## src/rtl/branch_eval_pkg.sv

```systemverilog
package branch_eval_pkg;

    localparam int EXT_W  = 6;
    localparam int FLAG_N = 4;

    typedef enum logic [1:0] {
        CMP_EQ = 2'd0,
        CMP_NE = 2'd1,
        CMP_LT = 2'd2,
        CMP_LE = 2'd3
    } cmp_sel_e;

    typedef enum logic [1:0] {
        FSEL_OVF = 2'd0,
        FSEL_ZERO = 2'd1,
        FSEL_SIGN = 2'd2,
        FSEL_PAR = 2'd3
    } flag_sel_e;

    typedef enum logic [1:0] {
        MRG_PLAIN = 2'd0,
        MRG_OR    = 2'd1,
        MRG_ANDN  = 2'd2,
        MRG_ORN   = 2'd3
    } merge_e;

    // Field layout of the extension word, most significant field first.
    typedef struct packed {
        merge_e    merge;
        flag_sel_e fsel;
        cmp_sel_e  cmp;
    } ext_t;

    // Flag vector, bit 0 is overflow.
    typedef struct packed {
        logic parity;
        logic sign;
        logic zero;
        logic ovf;
    } flags_t;

    function automatic logic merge_tests(merge_e rule, logic cmp_hit, logic flag_hit);
        logic r;
        unique case (rule)
            MRG_PLAIN: r = cmp_hit;
            MRG_OR:    r = cmp_hit | flag_hit;
            MRG_ANDN:  r = cmp_hit & ~flag_hit;
            MRG_ORN:   r = cmp_hit | ~flag_hit;
            default:   r = cmp_hit;
        endcase
        return r;
    endfunction

endpackage

```

## src/rtl/branch_cmp.sv

```systemverilog
module branch_cmp
    import branch_eval_pkg::*;
#(
    parameter int DATA_W = 32,
    parameter int IDX_W  = 5
) (
    input  cmp_sel_e          sel_i,
    input  logic [IDX_W-1:0]  idx_a_i,
    input  logic [IDX_W-1:0]  idx_b_i,
    input  logic [DATA_W-1:0] val_a_i,
    input  logic [DATA_W-1:0] val_b_i,
    output logic              hit_o
);

    logic same_reg;
    logic eq_v;
    logic lt_v;

    assign same_reg = (idx_a_i == idx_b_i);
    assign eq_v     = (val_a_i == val_b_i);
    assign lt_v     = ($signed(val_a_i) < $signed(val_b_i));

    always_comb begin
        unique case (sel_i)
            CMP_EQ:  hit_o = same_reg | eq_v;
            CMP_NE:  hit_o = ~eq_v;
            CMP_LT:  hit_o = lt_v;
            CMP_LE:  hit_o = lt_v | eq_v;
            default: hit_o = 1'b0;
        endcase
    end

endmodule

```

## src/rtl/branch_flag_merge.sv

```systemverilog
module branch_flag_merge
    import branch_eval_pkg::*;
(
    input  flags_t    flags_i,
    input  flag_sel_e fsel_i,
    input  merge_e    merge_i,
    input  logic      cmp_hit_i,
    output logic      taken_o
);

    logic [FLAG_N-1:0] flag_vec;
    logic              flag_hit;

    assign flag_vec = flags_i;
    assign flag_hit = flag_vec[fsel_i];
    assign taken_o  = merge_tests(merge_i, cmp_hit_i, flag_hit);

endmodule

```

## src/rtl/branch_target.sv

```systemverilog
module branch_target #(
    parameter int PC_W = 32
) (
    input  logic            taken_i,
    input  logic            rel_i,
    input  logic [PC_W-1:0] pc_i,
    input  logic [PC_W-1:0] target_i,
    output logic [PC_W-1:0] next_pc_o
);

    localparam logic [PC_W-1:0] ONE_WORD = PC_W'(1);

    logic            use_adder;
    logic [PC_W-1:0] addend;
    logic [PC_W-1:0] sum;

    // One shared adder serves both the relative target and the fall-through step.
    assign use_adder = ~taken_i | rel_i;
    assign addend    = taken_i ? target_i : ONE_WORD;
    assign sum       = pc_i + addend;
    assign next_pc_o = use_adder ? sum : target_i;

endmodule

```

## src/rtl/branch_eval.sv

```systemverilog
module branch_eval
    import branch_eval_pkg::*;
#(
    parameter int DATA_W = 32,
    parameter int PC_W   = 32,
    parameter int IDX_W  = 5
) (
    input  logic              clk,
    input  logic              rst,
    input  logic              valid_i,
    input  logic              op_rel_i,
    input  logic [5:0]        ext_i,
    input  logic [IDX_W-1:0]  idx_a_i,
    input  logic [IDX_W-1:0]  idx_b_i,
    input  logic [DATA_W-1:0] val_a_i,
    input  logic [DATA_W-1:0] val_b_i,
    input  logic [3:0]        flags_i,
    input  logic [PC_W-1:0]   pc_i,
    input  logic [PC_W-1:0]   target_i,
    output logic              taken_o,
    output logic [PC_W-1:0]   next_pc_o
);

    ext_t            ext;
    logic            cmp_hit;
    logic            taken_c;
    logic [PC_W-1:0] next_pc_c;

    assign ext = ext_t'(ext_i);

    branch_cmp #(
        .DATA_W (DATA_W),
        .IDX_W  (IDX_W)
    ) u_cmp (
        .sel_i   (ext.cmp),
        .idx_a_i (idx_a_i),
        .idx_b_i (idx_b_i),
        .val_a_i (val_a_i),
        .val_b_i (val_b_i),
        .hit_o   (cmp_hit)
    );

    branch_flag_merge u_merge (
        .flags_i   (flags_t'(flags_i)),
        .fsel_i    (ext.fsel),
        .merge_i   (ext.merge),
        .cmp_hit_i (cmp_hit),
        .taken_o   (taken_c)
    );

    branch_target #(
        .PC_W (PC_W)
    ) u_target (
        .taken_i   (taken_c),
        .rel_i     (op_rel_i),
        .pc_i      (pc_i),
        .target_i  (target_i),
        .next_pc_o (next_pc_c)
    );

    always_ff @(posedge clk) begin
        if (rst) begin
            taken_o   <= 1'b0;
            next_pc_o <= '0;
        end else if (valid_i) begin
            taken_o   <= taken_c;
            next_pc_o <= next_pc_c;
        end
    end


    reset_clear_chk: assert property (@(posedge clk)
        rst |=> (!taken_o && next_pc_o == '0));


    hold_outputs_chk: assert property (@(posedge clk) disable iff (rst)
        !valid_i |=> ($stable(taken_o) && $stable(next_pc_o)));


    same_reg_eq_chk: assert property (@(posedge clk) disable iff (rst)
        (valid_i && ext_i[1:0] == 2'd0 && ext_i[5:4] != 2'd2 && idx_a_i == idx_b_i)
        |=> taken_o);


    not_taken_step_chk: assert property (@(posedge clk) disable iff (rst)
        valid_i |=> (taken_o || next_pc_o == $past(pc_i) + PC_W'(1)));


    abs_target_chk: assert property (@(posedge clk) disable iff (rst)
        (valid_i && !op_rel_i) |=> (!taken_o || next_pc_o == $past(target_i)));


    or_flag_taken_chk: assert property (@(posedge clk) disable iff (rst)
        (valid_i && ext_i[5:4] == 2'd1 && flags_i[ext_i[3:2]]) |=> taken_o);

endmodule

```

## config.mk

```make
export PLATFORM = sky130hd
export DESIGN_NAME = branch_eval
export DESIGN_NICKNAME = d
export VERILOG_FILES = /design/src/rtl/branch_eval_pkg.sv /design/src/rtl/branch_cmp.sv /design/src/rtl/branch_flag_merge.sv /design/src/rtl/branch_target.sv /design/src/rtl/branch_eval.sv
export SDC_FILE = /design/constraint.sdc
export NUM_CORES = 1
export LEC_CHECK = 0
export ABC_AREA = 1
export BUFFER_PORTS_ARGS = -buffer_cell sky130_fd_sc_hd__buf_2
export CAP_MARGIN = 20
export CORE_MARGIN = 5
export CORE_UTILIZATION = 40
export CTS_BUF_LIST = sky130_fd_sc_hd__clkbuf_4
export DETAILED_ROUTE_END_ITERATION = 7
export HOLD_SLACK_MARGIN = 0.06
export PLACE_DENSITY = 0.68
export SLEW_MARGIN = 25
export SYNTH_ARGS = -nofsm -noshare
export SYNTH_HDL_FRONTEND = slang
export SYNTH_SLANG_ARGS = --single-unit
```

## constraint.sdc

```tcl
create_clock -name clk -period 7.85 [get_ports clk]
set_clock_uncertainty 0.05 [all_clocks]
set_input_delay 1.1775 -clock clk [delete_from_list [all_inputs] [get_ports clk]]
set_output_delay 1.1775 -clock clk [all_outputs]
set_load 0.02 [all_outputs]
```

==> results by group, run 1 <==
Yosys
  • Yosys top cell by area: ha_1
  • Synth Flop Type: dfxtp_1
  • Synth Warn #: 0
  • Adder-Cell Fraction of Synth Area: 0.185
  • Cell area after synthesis: 0.00457 mm^2
  • Number of flops mapped to enable cells by yosys: 0
  • Largest family of logic cells by synthesized area: simple AND/OR/NAND/NOR gates
  • Mean post-synth cell area: 6.20 um^2
  • Synth unique cells: 44
  • Part of the Yosys area used for sequential elements: 0.145
  • Multiplexer share of the synthesized area: 0
  • Post-Syn Nets: 955
  • Post-synthesis simple-gate area fraction: 0.272
  • Post-synth top area share: 0.181
  • Xor and xnor fraction of the mapped netlist area: 0.0460
  • Complex-gate fraction of the synthesized area: 0.219
  • Area contributors post-synth: ha_1 (18%), dfxtp_1 (14%), nand2_1 (11%)
  • Cells after Synth: 736
  • Register bit total from synthesis: 33
  • Async SR Flop Fraction: 0

CTS
  • Cts hold-fix bufs: 0
  • Root Buffer: clkbuf_4
  • Clk buf depth: 2
  • TritonCTS Buffers: 5
  • Cts repair resizes: 0
  • CTS Sinks: 33
  • Post-CTS setup buffer count: 0
  • CTS tree: yes
  • Worst-path clk slew: 100 ps
  • Clk Latency, worst-skew pair: 340 ps
  • Number of H-tree levels: 2

Placement
  • Placed cell area: 0.00554 mm^2
  • GPL Wtd Cong: 0.997
  • Cells after DPL: 1044
  • Final HPWL DP: 12.1 mm
  • Port bufs: 184

Detailed routing
  • DRC errors left: 0
  • Avg Vias per Cell: 4.96
  • Pre-antenna DRT Iters: 4
  • Wire length per cell: 13.6 um
  • Post-Route WL: 14.3 mm
  • 1st-iter DRT viols: 260
  • Final antenna-violating net count: 0
  • Vias: 5226

Global route
  • Met3 Use GR: 0.0293
  • First-pass GRT wire length: 22.5 mm
  • Initial antenna violation count: 1
  • GRT Total Usage: 0.204
  • Met2 usage: 0.351
  • Largest net degree at the start of global routing: 56
  • Vias in the first global route: 4999
  • GRT Residual Overflow: 0
  • GRT Max-Usage Layer: met2
  • M1 GR Usage: 0.262

STA
  • Final period utilization: 0.723
  • Final Hold Viols: 0
  • Slew Viols, Final: 0
  • Relative slew slack: 0.397
  • Fin crit period: 5680 ps
  • RSZ-0062 raised after global routing: no
  • Final setup vio count: 0
  • Worst-margin pin slew: 898 ps
  • Max Clk Rate: 176 MHz
  • Setup TNS: 0 ps

Setup path
  • Critical Path Most Common Cell: nand2_1
  • Reg2Reg Setup Slack: 7120 ps
  • Worst setup EP type: flop
  • CP startpoint kind: input port
  • Crit-path leading delay family: simple AND/OR/NAND/NOR gates
  • CP required: 8090 ps
  • Crit path max fanout: 31
  • CP max stage cell: clkinv_1
  • Critical path arrival: 5920 ps
  • WS Path Type: in2reg
  • Slowest stage delay, CP: 700 ps
  • Bufs and invs on worst path: 6

Worst hold path
  • Worst min path class: reg2reg

Floorplan
  • Num ports: 185
  • Die Height: 117 um
  • Die Span X: 117 um
  • Initial Util: 0.403
  • Core area: 0.0113 mm^2
  • Site row count: 39
  • Die footprint: 0.0137 mm^2

Power and ir drop
  • Total power: 0.000775 W
  • Pwr Density: 138 mW/mm^2
  • Max rail drop VDD: 136 uV
  • Leak pwr: 3.20 nW

Finish
  • # nets final: 1127
  • Final Core Density: 0.497
  • Cell Count, Final, Fillers Out: 1053
  • Layout cells sized above 1: 0.241
  • Area grow syn2layout: 23.2%
  • Post-Layout Inst Area: 0.00562 mm^2

Outcome
  • Status: completed

Flow run
  • # Max-Cap Violations: 0
==> worst register-to-register path: stages (launching register included) <==
cell and delay (ps):
dfxtp_1 320, o21ai_0 180, a31oi_2 50
==> cell usage in the layout, fill, tap and decap left out, drive strengths merged, types with 2 or more instances in the layout <==
cell type	Yosys	final
a21o	3	3
a21oi	75	75
a31oi	14	14
buf	10	184
clkbuf	9	6
clkinv	0	2
dfxtp	33	33
ha	66	66
inv	129	128
nand2	144	144
nand3	25	25
nand4	10	10
nor2	95	95
nor3	5	5
o2111ai	2	2
o211ai	10	10
o21a	2	2
o21ai	62	62
o21bai	3	3
or2	6	6
xnor2	8	8
xor2	16	16
==> flip-flops by register name, indices dropped and copies added, names as in the netlist <==
name and cells:
next_pc_o 32, taken_o 1
==> worst paths after layout <==
kind / from / end / depth (start not counted)
worst max register to register: next_pc_o[8]$_SDFFE_PP0P_ / next_pc_o[8]$_SDFFE_PP0P_ / 2
worst min register to register: next_pc_o[9]$_SDFFE_PP0P_ / next_pc_o[9]$_SDFFE_PP0P_ / 2
worst min-delay path: next_pc_o[9]$_SDFFE_PP0P_ / next_pc_o[9]$_SDFFE_PP0P_ / 2
worst max-delay path: val_b_i[31] / next_pc_o[14]$_SDFFE_PP0P_ / 26
==> synth_stat cells, types with 2 or more instances <==
cell type,instances
nor2_1,93
a21o_1,3
nand4_1,9
buf_2,4
a21oi_1,74
a31oi_1,12
nand2_2,3
o211ai_1,10
nand2_4,2
o21a_1,2
clkbuf_1,9
o2111ai_1,2
nand3_2,7
o21ai_0,57
dfxtp_1,33
nand2_1,139
a31oi_2,2
buf_4,2
o21ai_1,4
or2_2,6
ha_1,66
nand3_1,18
nor3_1,5
xnor2_1,8
o21bai_1,3
inv_1,128
xor2_1,16
buf_6,3
==> kinds of logic after synthesis <==
kind of cell,Yosys count
AOI/OAI and AO/OA,177
xor gates and xnor gates,24
adders and majority gates,67
buffers and inverters,148
DFF,33
and+or+nand+nor,287
==> where the power goes <==
group,switching [W],internal [W],total [W],leakage (nW)
Combinational,0.000278,0.000169,0.000446,2.88
Clock,0.0000619,0.0000697,0.000132,0.0433
Sequential,0.00000967,0.000187,0.000197,0.274
Total,0.000349,0.000425,0.000775,3.20
==> area by class of cell <==
cell class	instances	area, um^2
timing repair buffer	184	921
sequential	33	661
clock inverter	2	33.8
clock buffer	6	45.0
tap	143	179
inverter	129	487
multi-input combinational	555	3300
antenna	1	2.50
fill	1235	5700
==> metal layers <==
metal  wire (um)  vias to the layer above
met5          11                        -
met4         272                        2
met3        1130                       19
met2        6610                      172
met1        6250                     2278
li1            -                     2755
==> per-stage QoR <==
step           setup WS (ps)  hold WS [ps]
2_1_floorplan           3260           491
3_3_place_gp            2090           401
3_5_place_dp            2110           406
4_1_cts                 2460           421
5_1_grt                 1690           438
6_report                2170           418
(Power assumes the default switching activity.)
==> run 2, diff against run 1 <==
--- a/config.mk
+++ b/config.mk
@@ -13,7 +13,7 @@
 export CTS_BUF_LIST = sky130_fd_sc_hd__clkbuf_4
 export DETAILED_ROUTE_END_ITERATION = 7
 export HOLD_SLACK_MARGIN = 0.06
-export PLACE_DENSITY = 0.68
+export PLACE_DENSITY = 0.71
 export SLEW_MARGIN = 25
 export SYNTH_ARGS = -nofsm -noshare
 export SYNTH_HDL_FRONTEND = slang
==> constraint.sdc (replaced) <==
create_clock -name clk -period 4.7 [get_ports clk]
set_clock_uncertainty 0.05 [all_clocks]
set_input_delay 0.705 -clock clk [delete_from_list [all_inputs] [get_ports clk]]
set_output_delay 0.705 -clock clk [all_outputs]
set_load 0.02 [all_outputs]
==> run 2 against run 1 <==
Register-to-register slack got worse by 3200 ps. Sequential share of layout area fell by 0.14 points. Routed wire length rose by 1.7%. Sequential power rose by 68%. Flip-flop and latch count did not move. Global-route usage rose by 0.18 points. Combinational power rose by 71%. First-iteration DRC count rose by 15%. Clock power rose by 33%. Utilization rose by 0.59 points. Critical path type unchanged. Largest power group unchanged.
==> results by group, run 2 (same netlist as run 1, synthesis figures left out) <==
Power and ir drop
  • Max rail drop VDD: 171 uV (was 136 uV)
  • Pwr Density: 223 mW/mm^2 (was 138 mW/mm^2)
  • Leak pwr: 3.26 nW (was 3.20 nW)
  • Total power: 0.00127 W (was 0.000775 W)

Finish
  • Largest register FFs: 32 (unchanged)
  • Layout cells sized above 1: 0.252 (was 0.241)
  • Most frequent cells in the layout: buf_2 (184), nand2_1 (139), inv_1 (128), nor2_1 (93), a21oi_1 (74) (was buf_2 (184), nand2_1 (139), inv_1 (127), nor2_1 (93), a21oi_1 (74))
  • Largest regs: next_pc_o x32, taken_o x1 (unchanged)
  • Commonest non-fill, non-tap cell in the layout: buf_2 (unchanged)
  • Area grow syn2layout: 24.6% (was 23.2%)
  • Top reg by flops: next_pc_o (unchanged)
  • # nets final: 1139 (was 1127)
  • Post-Layout Inst Area: 0.00569 mm^2 (was 0.00562 mm^2)

Detailed routing
  • Final antenna-violating net count: 0 (unchanged)
  • 1st-iter DRT viols: 299 (was 260)
  • DRC errors left: 0 (unchanged)
  • Post-Route WL: 14.5 mm (was 14.3 mm)
  • Avg Vias per Cell: 5.03 (was 4.96)
  • Pre-antenna DRT Iters: 5 (was 4)
  • Vias: 5355 (was 5226)
  • Wire length per cell: 13.6 um (about the same)

CTS
  • Number of H-tree levels: 2 (unchanged)
  • CTS tree: yes (unchanged)
  • Cts hold-fix bufs: 0 (unchanged)
  • TritonCTS Buffers: 5 (unchanged)
  • Clk buf depth: 2 (unchanged)
  • Clk Latency, worst-skew pair: 360 ps (was 340 ps)
  • Root Buffer: clkbuf_4 (unchanged)
  • Worst-path clk slew: 120 ps (was 100 ps)
  • CTS Sinks: 33 (unchanged)

STA
  • Worst-margin pin slew: 747 ps (was 898 ps)
  • RSZ-0062 raised after global routing: no (unchanged)
  • Final setup vio count: 0 (unchanged)
  • Final Hold Viols: 0 (unchanged)
  • Slew Viols, Final: 0 (unchanged)
  • Max Clk Rate: 231 MHz
  • Setup TNS: 0 ps (unchanged)
  • Fin crit period: 4320 ps
  • Final period utilization: 0.920
  • Relative slew slack: 0.502 (was 0.397)
  • WHS: 418 ps (about the same)

Global route
  • GRT Total Usage: 0.206 (was 0.204)
  • Largest net degree at the start of global routing: 40 (was 56)
  • Initial antenna violation count: 0 (was 1)
  • GRT Residual Overflow: 0 (unchanged)
  • First-pass GRT wire length: 22.6 mm (was 22.5 mm)
  • Vias in the first global route: 4984 (was 4999)

Setup path
  • WS Path Type: in2reg (unchanged)
  • Reg2Reg Setup Slack: 3950 ps (was 7120 ps)
  • CP required: 4920 ps (was 8090 ps)
  • Reg-to-reg critical path startpoint: next_pc_o[8]$_SDFFE_PP0P_ (unchanged)
  • Crit path max fanout: 11 (was 31)
  • Worst reg2reg path depth: 2 (unchanged)
  • CP endpoint: next_pc_o[25]$_SDFFE_PP0P_ (was next_pc_o[14]$_SDFFE_PP0P_)
  • FF-to-FF End: next_pc_o[8]$_SDFFE_PP0P_ (unchanged)
  • Worst setup startpoint: val_a_i[31] (was val_b_i[31])
  • Worst setup EP type: flop (unchanged)
  • CP startpoint kind: input port (unchanged)
  • Critical path arrival: 4540 ps (was 5920 ps)

Placement
  • Final HPWL DP: 12.3 mm (was 12.1 mm)
  • GPL Wtd Cong: 0.919 (was 0.997)
  • Placed cell area: 0.00563 mm^2 (was 0.00554 mm^2)
  • Port bufs: 184 (unchanged)

Floorplan
  • Die footprint: 0.0137 mm^2 (unchanged)
  • Site row count: 39 (unchanged)
  • Num ports: 185 (unchanged)
  • Core area: 0.0113 mm^2 (unchanged)
  • Die Height: 117 um (unchanged)
  • Die Span X: 117 um (unchanged)
  • Initial Util: 0.403 (unchanged)

Flow run
  • # Max-Cap Violations: 0 (unchanged)

Outcome
  • Status: completed (unchanged)

Worst hold path
  • Worst hold path stage count: 2 (unchanged)
  • Worst min path class: reg2reg (unchanged)
==> run 2: cell count changes in the layout (fill, tap and decap cells not counted) <==
cell / change
clkinv_1: -2
o21ai_1: +1
bufinv_16: -1
buf_4: +12
clkinv_2: +2
inv_1: +1
o21ai_0: -1
==> run 2: final cells by class <==
class                      instances  area (um^2)
multi-input combinational        555         3300
sequential                        33          661
clock inverter                     2         10.0
timing repair buffer             196         1010
fill                            1243         5630
inverter                         129          487
clock buffer                       6         45.0
tap                              143          179
antenna                            1         2.50
==> run 2: timing repair <==
action,CTS,global route
endpoints found under the setup margin,0,1
endpoints found under the hold margin,0,0
resized for setup,0,1
setup buffers,0,0
==> run 2: worst min path at each step <==
stage / startpoint / endpoint / slack, ps
2_1_floorplan: next_pc_o[0]$_SDFFE_PP0P_ / next_pc_o[0]$_SDFFE_PP0P_ / 490
4_1_cts: next_pc_o[9]$_SDFFE_PP0P_ / next_pc_o[9]$_SDFFE_PP0P_ / 420
6_report: next_pc_o[9]$_SDFFE_PP0P_ / next_pc_o[9]$_SDFFE_PP0P_ / 420
3_5_place_dp: next_pc_o[9]$_SDFFE_PP0P_ / next_pc_o[9]$_SDFFE_PP0P_ / 400
5_1_grt: next_pc_o[1]$_SDFFE_PP0P_ / next_pc_o[1]$_SDFFE_PP0P_ / 450
3_3_place_gp: next_pc_o[9]$_SDFFE_PP0P_ / next_pc_o[9]$_SDFFE_PP0P_ / 400
==> run 2: worst max-delay path: stages <==
cell and delay [ps]:
buf_2 100, ha_1 330, nand2_1 100, nor4_1 310
nor3b_2 240, nor2_1 60, nor2_1 90, nand2_1 70
nand3_2 70, nand2_4 50, inv_1 280, buf_4 260
nor2_1 60, ha_1 360, nand2_1 110, o21ai_0 340
a21oi_1 70, o311ai_0 580, xor2_1 140, a21oi_1 170
nor2_1 50
==> run 2: layer usage <==
metal | share of wire | wire [um] | global-route usage | vias to the layer above
met5 | 0 | 0 | 0 | -
met4 | 0.023 | 329 | 0.0680 | 0
met3 | 0.065 | 943 | 0.0231 | 22
met2 | 0.48 | 6980 | 0.371 | 185
met1 | 0.43 | 6260 | 0.254 | 2371
li1 | - | - | - | 2777
==> run 2: power by group <==
group / total [W] / leakage, nW / switching [W] / internal (W)
sequential: 0.000330 / 0.274 / 0.0000170 / 0.000313
clock: 0.000176 / 0.0354 / 0.000113 / 0.0000628
combinational: 0.000764 / 2.95 / 0.000464 / 0.000300
==> run 2: per-stage QoR <==
step,setup slack (ps),cells,util
finish,377,1065,0.503
global route,28.5,1064,0.502
CTS,423,1064,0.502
detailed placement,74.3,1056,0.498
global placement,75.4,1056,0.498
floorplan,583,736,-
